==> config.mk <==
export PLATFORM = sky130hd
export DESIGN_NAME = usb_root_port_seq
export DESIGN_NICKNAME = d
export VERILOG_FILES = /design/src/rtl/usbport_pkg.sv /design/src/rtl/usbport_tick_timer.sv /design/src/rtl/usbport_w1c_bits.sv /design/src/rtl/usb_root_port_seq.sv
export SDC_FILE = /design/constraint.sdc
export NUM_CORES = 1
export LEC_CHECK = 0
export CORE_MARGIN = 4
export CORE_UTILIZATION = 50
export DETAILED_ROUTE_END_ITERATION = 6
export DONT_BUFFER_PORTS = 1
export PLACE_DENSITY = 0.68
export RECOVER_POWER = 100
export SYNTH_ARGS = -nofsm -noshare
export SYNTH_HDL_FRONTEND = slang
export SYNTH_SLANG_ARGS = --single-unit
export TNS_END_PERCENT = 5
==> constraint.sdc <==
create_clock -name clk -period 3.2 [get_ports clk]
set_clock_uncertainty 0.15 [all_clocks]
set_input_delay 0.48 -clock clk [delete_from_list [all_inputs] [get_ports clk]]
set_output_delay 0.48 -clock clk [all_outputs]
set_load 0.05 [all_outputs]
==> src/rtl/usbport_pkg.sv <==
// Shared types for the root-port speed-detect sequencer.
// Assumes: nothing beyond IEEE 1800-2017.
package usbport_pkg;

    // Port sequencing phases
    typedef enum logic [2:0] {
        PS_IDLE,
        PS_BUSRST,
        PS_SETTLE,
        PS_HS,
        PS_HANDOFF,
        PS_COMP
    } port_state_e;

    // Bit positions of the sticky change flags; the clear data uses these positions
    localparam int CHG_BITS = 2;
    localparam int CHG_CONN = 0;
    localparam int CHG_PORT = 1;

endpackage

==> src/rtl/usbport_tick_timer.sv <==
// Millisecond interval counter.
// Counts tick pulses while run is high and pulses done on the tick that
// completes (last+1) ticks. Dropping run clears the count.
// Assumes: tick is a single-cycle enable; last is stable while run is high,
// except on the done edge.
module usbport_tick_timer #(
    parameter int CNT_W = 5
) (
    input  logic             clk,
    input  logic             rst_n,
    input  logic             run,
    input  logic             tick,
    input  logic [CNT_W-1:0] last,
    output logic             done
);

    logic [CNT_W-1:0] cnt_q;

    assign done = run && tick && (cnt_q == last);

    // Count ticks within the current interval
    always_ff @(posedge clk) begin
        if (!rst_n || !run) begin
            cnt_q <= '0;
        end else if (done) begin
            cnt_q <= '0;
        end else if (tick) begin
            cnt_q <= cnt_q + 1'b1;
        end
    end

    AST_COUNT_BOUNDED: assert property (@(posedge clk) disable iff (!rst_n)
        run |-> (cnt_q <= last));

endmodule

==> src/rtl/usbport_w1c_bits.sv <==
// Sticky flag bank with write-one-to-clear.
// A set request wins over a clear in the same cycle; a zero data bit leaves
// its flag untouched.
// Assumes: clr_wr is a single-cycle write strobe.
module usbport_w1c_bits #(
    parameter int N = 2
) (
    input  logic         clk,
    input  logic         rst_n,
    input  logic [N-1:0] set,
    input  logic         clr_wr,
    input  logic [N-1:0] clr_data,
    output logic [N-1:0] q
);

    for (genvar gi = 0; gi < N; gi++) begin : g_bit
        logic flag_q;

        // Hold one sticky flag
        always_ff @(posedge clk) begin
            if (!rst_n) begin
                flag_q <= 1'b0;
            end else if (set[gi]) begin
                flag_q <= 1'b1;
            end else if (clr_wr && clr_data[gi]) begin
                flag_q <= 1'b0;
            end
        end

        assign q[gi] = flag_q;

        AST_W1C_CLEARS: assert property (@(posedge clk) disable iff (!rst_n)
            (clr_wr && clr_data[gi] && !set[gi]) |=> !flag_q);
        AST_ZERO_WRITE_KEEPS: assert property (@(posedge clk) disable iff (!rst_n)
            (flag_q && !(clr_wr && clr_data[gi])) |=> flag_q);
    end

endmodule

==> src/rtl/usb_root_port_seq.sv <==
// Root-port speed-detect sequencer for a host with a high-speed controller
// and a full/low-speed companion.
// Detects attach, runs a timed bus reset, samples the enable result after a
// settle time and hands full- and low-speed devices to the companion.
// Assumes: line inputs are synchronous to clk; tick_1k is a 1-cycle pulse.
module usb_root_port_seq
    import usbport_pkg::*;
#(
    parameter int RESET_TICKS  = 20,
    parameter int SETTLE_TICKS = 2
) (
    input  logic       clk,
    input  logic       rst_n,
    input  logic       tick_1k,
    input  logic       line_attach,
    input  logic       line_low_speed,
    input  logic       chirp_ok,
    input  logic       clr_wr,
    input  logic [1:0] clr_data,
    output logic       st_connect,
    output logic       st_connect_chg,
    output logic       st_enable,
    output logic       st_reset,
    output logic       st_owner,
    output logic       st_port_chg,
    output logic       irq,
    output logic       route_companion
);

    localparam int MAX_TICKS = (RESET_TICKS > SETTLE_TICKS) ? RESET_TICKS : SETTLE_TICKS;
    localparam int CNT_W     = $clog2(MAX_TICKS + 1);
    localparam logic [CNT_W-1:0] RST_LAST = CNT_W'(RESET_TICKS - 1);
    localparam logic [CNT_W-1:0] SET_LAST = CNT_W'(SETTLE_TICKS - 1);

    port_state_e         state_q, state_d;
    logic                connect_q, connect_d;
    logic                enable_q, enable_d;
    logic                busrst_q, busrst_d;
    logic                owner_q, owner_d;
    logic                chirp_q, chirp_d;
    logic [CHG_BITS-1:0] chg_set, chg_q;
    logic                tmr_run, tmr_done;
    logic [CNT_W-1:0]    tmr_last;

    assign tmr_run  = (state_q == PS_BUSRST) || (state_q == PS_SETTLE);
    assign tmr_last = (state_q == PS_SETTLE) ? SET_LAST : RST_LAST;

    usbport_tick_timer #(.CNT_W(CNT_W)) u_timer (
        .clk   (clk),
        .rst_n (rst_n),
        .run   (tmr_run),
        .tick  (tick_1k),
        .last  (tmr_last),
        .done  (tmr_done)
    );

    usbport_w1c_bits #(.N(CHG_BITS)) u_chg (
        .clk      (clk),
        .rst_n    (rst_n),
        .set      (chg_set),
        .clr_wr   (clr_wr),
        .clr_data (clr_data),
        .q        (chg_q)
    );

    // Next-state and port-status decisions
    always_comb begin
        state_d   = state_q;
        connect_d = connect_q;
        enable_d  = enable_q;
        busrst_d  = busrst_q;
        owner_d   = owner_q;
        chirp_d   = chirp_q;
        chg_set   = '0;
        if (state_q != PS_IDLE && !line_attach) begin
            state_d   = PS_IDLE;
            connect_d = 1'b0;
            enable_d  = 1'b0;
            busrst_d  = 1'b0;
            owner_d   = 1'b0;
            chirp_d   = 1'b0;
            chg_set   = '1;
        end else begin
            case (state_q)
                PS_IDLE: begin
                    if (line_attach) begin
                        connect_d = 1'b1;
                        chg_set   = '1;
                        if (line_low_speed) begin
                            state_d = PS_HANDOFF;
                        end else begin
                            state_d  = PS_BUSRST;
                            busrst_d = 1'b1;
                            chirp_d  = 1'b0;
                        end
                    end
                end
                PS_BUSRST: begin
                    if (chirp_ok) chirp_d = 1'b1;
                    if (tmr_done) begin
                        busrst_d = 1'b0;
                        enable_d = chirp_q | chirp_ok;
                        state_d  = PS_SETTLE;
                    end
                end
                PS_SETTLE: begin
                    if (tmr_done) state_d = enable_q ? PS_HS : PS_HANDOFF;
                end
                PS_HANDOFF: begin
                    owner_d   = 1'b1;
                    connect_d = 1'b0;
                    chg_set   = '1;
                    state_d   = PS_COMP;
                end
                default: ;
            endcase
        end
    end

    // Port state registers
    always_ff @(posedge clk) begin
        if (!rst_n) begin
            state_q   <= PS_IDLE;
            connect_q <= 1'b0;
            enable_q  <= 1'b0;
            busrst_q  <= 1'b0;
            owner_q   <= 1'b0;
            chirp_q   <= 1'b0;
        end else begin
            state_q   <= state_d;
            connect_q <= connect_d;
            enable_q  <= enable_d;
            busrst_q  <= busrst_d;
            owner_q   <= owner_d;
            chirp_q   <= chirp_d;
        end
    end

    assign st_connect      = connect_q;
    assign st_enable       = enable_q;
    assign st_reset        = busrst_q;
    assign st_owner        = owner_q;
    assign route_companion = owner_q;
    assign st_connect_chg  = chg_q[CHG_CONN];
    assign st_port_chg     = chg_q[CHG_PORT];
    assign irq             = |chg_q;

    AST_ATTACH_FLAGS: assert property (@(posedge clk) disable iff (!rst_n)
        $rose(st_connect) |-> (st_connect_chg && st_port_chg));
    AST_LS_NO_RESET: assert property (@(posedge clk) disable iff (!rst_n)
        (state_q == PS_IDLE && line_attach && line_low_speed) |=> !st_reset);
    AST_RESET_NOT_ENABLED: assert property (@(posedge clk) disable iff (!rst_n)
        st_reset |-> !st_enable);
    AST_OWNER_HIDES_CONNECT: assert property (@(posedge clk) disable iff (!rst_n)
        st_owner |-> !st_connect);
    AST_DETACH_ABORT: assert property (@(posedge clk) disable iff (!rst_n)
        (state_q != PS_IDLE && !line_attach) |=>
        (!st_reset && !st_enable && !st_owner && !st_connect && st_connect_chg));

endmodule

### Word level (Yosys, flattened, before mapping)

Index checks and enable logic that the tools add are counted.

| cells by class | value |
|---|---|
| add/sub/neg operators | 1 |
| eq/ne operators | 9 |
| muxes and demuxes | 24 |
| bitwise logic cells | 2 |
| reductions and logical operators | 25 |

Operators by type and width:

| operator | count |
|---|---|
| two-way mux 3 bit | 5 |
| one-hot mux 3 bit (4 select lines) | 1 |
| AND reduction 4 bit | 3 |
| two-way mux 1 bit | 11 |
| != test 2 bit, second input constant | 5 |
| nonzero test 2 bit | 4 |
| one-hot mux 1 bit (2 select lines) | 3 |
| OR reduction 2 bit | 3 |
| adder 5 x 1 -> 5 bit, second input constant | 1 |
| == test 5 bit | 1 |
| logical AND 1 bit | 5 |
| two-way mux 5 bit | 1 |
| two-way mux 2 bit | 2 |
| one-hot mux 2 bit (2 select lines) | 1 |
| AND reduction 2 bit | 2 |
| nonzero test 4 bit | 1 |
| == test 3 x 1 -> 1 bit, second input constant | 1 |
| == test 3 x 2 -> 1 bit, second input constant | 1 |
| == test 3 bit, second input constant | 1 |
| logical NOT 1 bit | 3 |
| logical NOT 3 bit | 1 |
| nonzero test 3 bit | 1 |
| logical OR 1 bit | 2 |
| NOT 1 bit | 1 |
| OR 1 bit | 1 |

| storage, ports and cells | value |
|---|---|
| register bits after elaboration | 15 |
| input bits | 9 |
| output and inout bits | 8 |
| word-level logic and storage cells | 70 |

### Depth between registers and ports, before layout

| logic depth | value |
|---|---|
| depth after elaboration | 6 |
| depth in mapped cells | 5 |
| depth with buffers taken out | 4 |

### Cells and area by module

Synthesis repeated with hierarchy kept, for this count alone.

| unflattened totals | value |
|---|---|
| cells, all modules | 100 |
| area, all modules | 830.8 um^2 |

Modules (own cells, without submodules):

| module | instances | cells each | area an instance (um^2) |
|---|---|---|---|
| usb_root_port_seq | 1 | 61 | 446.7 |
| usbport_tick_timer | 1 | 29 | 299.0 |
| usbport_w1c_bits | 1 | 10 | 85.1 |

### Least setup slack after synthesis

No wires, ideal clock.

| timing path | value |
|---|---|
| path kind | register to register |
| start point | register state_q[1] |
| end point | register state_q[0] |
| data arrival time | 1,457 ps |
| required time | 2,929 ps |
| setup slack | 1,472 ps |
| cell stages (with the launch flop) | 6 |
| path buffers | 1 |
| period minus slack after synthesis | 1,728 ps |
| path through | dfxtp_1 > buf_6 > nor3b_2 > mux2i_1 > o41a_1 > mux2_4 |

| between the ends | value |
|---|---|
| cells in the longest elaborated chain, start to end | 6 |

Ends and longest elaborated chain:

| item | RTL line | RTL |
|---|---|---|
| start: declaration | usb_root_port_seq.sv:35 | `port_state_e state_q, state_d;` |
| start signal: assignment | usb_root_port_seq.sv:130 | `state_q <= state_d;` |
| == test 3 x 2 -> 1 bit / == test 3 x 1 -> 1 bit (equally long branches) | usb_root_port_seq.sv:45, usb_root_port_seq.sv:46, usb_root_port_seq.sv:84 |  |
| two-way mux 5 bit / logical OR 1 bit (equally long branches) | usb_root_port_seq.sv:46, usb_root_port_seq.sv:45 |  |
| == test 5 bit / logical AND 1 bit (equally long branches) | usbport_tick_timer.sv:19 | `assign done = run && tick && (cnt_q == last);` |
| logical AND 1 bit | usbport_tick_timer.sv:19 |  |
| != test 2 bit (no source line) | n/a |  |
| AND reduction 4 bit (no source line) | n/a |  |

Several ways; a longest one is shown, not always the timed one.
A chain may end at the register's enable or synchronous reset.

### Worst setup path in the final report

| timing path | value |
|---|---|
| start point | register u_chg.g_bit[0].flag_q |
| end point | output port irq |

| between the ends | value |
|---|---|
| cells in the longest elaborated chain, start to end | 1 |

Ends and longest elaborated chain:

| item | RTL line | RTL |
|---|---|---|
| start: declaration | usbport_w1c_bits.sv:17 | `logic flag_q;` |
| start signal: assignment | usbport_w1c_bits.sv:22 | `flag_q <= 1'b0;` |
| start signal: assignment | usbport_w1c_bits.sv:24 | `flag_q <= 1'b1;` |
| start signal: assignment | usbport_w1c_bits.sv:26 | `flag_q <= 1'b0;` |
| OR reduction 2 bit | usb_root_port_seq.sv:146 | `assign irq = \|chg_q;` |
| end: declaration | usb_root_port_seq.sv:26 | `output logic irq,` |

Every way passes these cells.

==> impl_results.md <==
- Crit Path Class: flip-flop to output pin
- Syn_area_per_cell: ~8.6 sq um
- Startpoint types: flip-flop
- Inst Count DP: 102
- Critical Path RT: 2.57 ns
- Utilization after layout: 0.521
- Slew Limit Fails: 0
- Residual DRC count: 0
- Final net count: ~100
- IO Port Bufs: 0
- Largest net degree at the start of global routing: 15
- Max Fanout on Critical Path: 3
- Type of destination of the critical path: output pin
- Synth Instances: 92
- Tmin final: 2.24 ns
- Fin crit share: 0.698
- Final setup viols: 0
- Peak supply drop: 0.000245 V
- Clock Sinks: 15
- H-tree depth: 1
- Post-CTS setup buffer count: 0
- First-pass GRT wire length: 2130 um
- Crit-path cells: or2_0
- Antenna violations before repair: 0
- GRT Util Overall: 0.133
- Row count: 14
- Slowest CP cell: or2_0
- Area grow syn2layout: -1.42%
- HPWL Detailed: 992 um
- Post-placement cell area: 767 sq um
- #FFs+latches synth: 15
- Post-route design area: 785 sq um
- Synth cell types: 34
- Final ANT Viol Nets: 0
- Hold Vio Cnt, Final: 0
- DRT iter0 DRCs: 8
- Worst Path Buf+Inv: 0
- Die area: 0.00229 sq mm
- Setup TNS: 0 ns
- Place WS: about 1.3 ns
- Cts hold-fix bufs: 0
- Syn Std Cell Area: 796 sq um
- Die Span Y: between 40 and 50 um
- CTS tree: yes
- # diodes: 0
- Mapped Nets: 102
- Crit path DAT: approximately 1.6 ns
- Rel. slew slack: 0.351
- Final Wtd Congestion: 0.714
- Least-Margin Pin Slew: 0.972 ns
- CTS clk-pin slew, worst paths: 0.09 ns
- Vias in the first global route: between 500 and 600
- Max clock buf depth: 2
- Status: finished, final reports clean
- Routed Wire Length: 1340 um
- Clock latency on the worst-skew pair: 0.28 ns
- Pwr Density: 538 mW/mm^2
- Die X: 47.9 um
- Crit-path max cell delay: between 0.6 and 0.7 ns
- FMAX: roughly 450 MHz
- Boundary Pins: 17
- HP Class: input pin to flip-flop
- Worst Slack Setup Final: 0.965 ns
- Core footprint: 0.00151 sq mm
- Synth warn: 0
- RSZ-0062 raised after global routing: no
- 1st-pass router iterations: 3
- Post-cts sizing count: 0
- Total number of vias: about 600
- CTS buffer count: 3
- Initial Utilization: 0.528
- Fin cells: 106
- Max-cap violations: 0
- CP top delay family: simple AND/OR/NAND/NOR gates
- DR WL/cell: 12.6 um
- Seq/Total Area, Yosys: 0.377
- Vias per cell: roughly 5.7
- Layout cells sized above 1: 0.0444
- CTS Root Cell: clkbuf_4
- Global route overflow: 0
- Leakage: between 0.2 and 0.3 nW
Yosys cell counts, drive strengths merged:
library cell	instances	area [sq um]
a211oi	2	15.0
a21boi	1	7.51
a21oi	4	20.0
a32oi	1	8.76
and2	2	13.8
and3	1	6.26
buf	5	45.0
clkbuf	1	3.75
dfxtp	15	300
ha	1	12.5
inv	1	3.75
maj3	2	20.0
mux2	1	15.0
mux2i	4	40.0
nand2	9	33.8
nand3	2	10.0
nand3b	1	7.51
nand4	2	12.5
nor2	13	48.8
nor2b	2	12.5
nor3	2	10.0
nor3b	1	12.5
o211ai	1	7.51
o21a	1	7.51
o21ai	7	35.0
o41a	1	11.3
o41ai	1	8.76
or2	1	6.26
or3	1	6.26
or4b	1	10.0
xnor2	2	17.5
xor2	3	26.3
placed cells by master, fill, tap and decap left out, types with 2 or more instances in the layout:
cell type,synthesis,final
xor2_1,3,3
nor2b_1,2,2
dfxtp_1,15,15
a211oi_1,2,2
maj3_1,2,2
nand3_1,2,2
nand4_1,2,2
a21oi_1,4,4
nor2_1,13,13
o21ai_0,7,7
mux2i_1,4,4
nand2_1,9,9
nor3_1,2,2
xnor2_1,2,2
clkbuf_4,0,3
power breakdown:
| group | internal (mW) | total [mW] | leakage (nW) | switching, mW |
|---|---|---|---|---|
| combinational | 0.0265 | 0.0639 | 0.132 | 0.0374 |
| sequential | 0.199 | 0.251 | 0.122 | 0.0512 |
| clock | 0.0483 | 0.107 | 0.0150 | 0.0590 |
sequential cells by signal (all words and copies together), names as in the netlist:
| signal | cells |
|---|---|
| st_reset | 1 |
| st_enable | 1 |
| u_chg.g_bit.flag_q | 2 |
| route_companion | 1 |
| chirp_q | 1 |
| state_q | 3 |
| st_connect | 1 |
| u_timer.cnt_q | 5 |
metrics by stage:
stage / power, mW / hold WS, ns
after floorplan: 0.320 / 0.299
after global placement: 0.321 / 0.335
after detailed placement: 0.322 / 0.340
after CTS: 0.431 / 0.166
after global routing: 0.444 / 0.163
final: 0.422 / 0.171
layout make-up:
class	count	area [sq um]
Inverter	1	3.75
Tap cell	16	20.0
Clock buffer	4	26.3
Multi-Input combinational cell	70	434
Sequential cell	15	300
Fill cell	139	722
layer usage:
layer	up-vias	track usage	wire [um]
met5	-	0	0
met4	0	0.0645	17
li1	320	-	-
met3	2	0.0376	82
met2	13	0.211	574
met1	267	0.164	660
cell families after synthesis:
family	share of synthesized area
mux	0.0692
flops	0.377
fa+ha+maj	0.0409
simple gates	0.239
xor+xnor	0.0550
compound gates	0.153
buf+inv	0.0660
path summary, 6_finish.rpt:
kind,from,endpoint,slack (ns),depth (start not counted)
worst max register to register,state_q[1]$_SDFFE_PP0P_,state_q[0]$_SDFFE_PP0P_,1.21,4
worst min register to register,chirp_q$_SDFFE_PP0P_,chirp_q$_SDFFE_PP0P_,0.37,2
worst max-delay path,u_chg.g_bit[0].flag_q$_SDFFE_PN0P_,irq,0.96,1
worst min-delay path,rst_n,st_connect$_SDFFE_PP0P_,0.17,1
No activity file was read; power rests on OpenSTA's default activity.
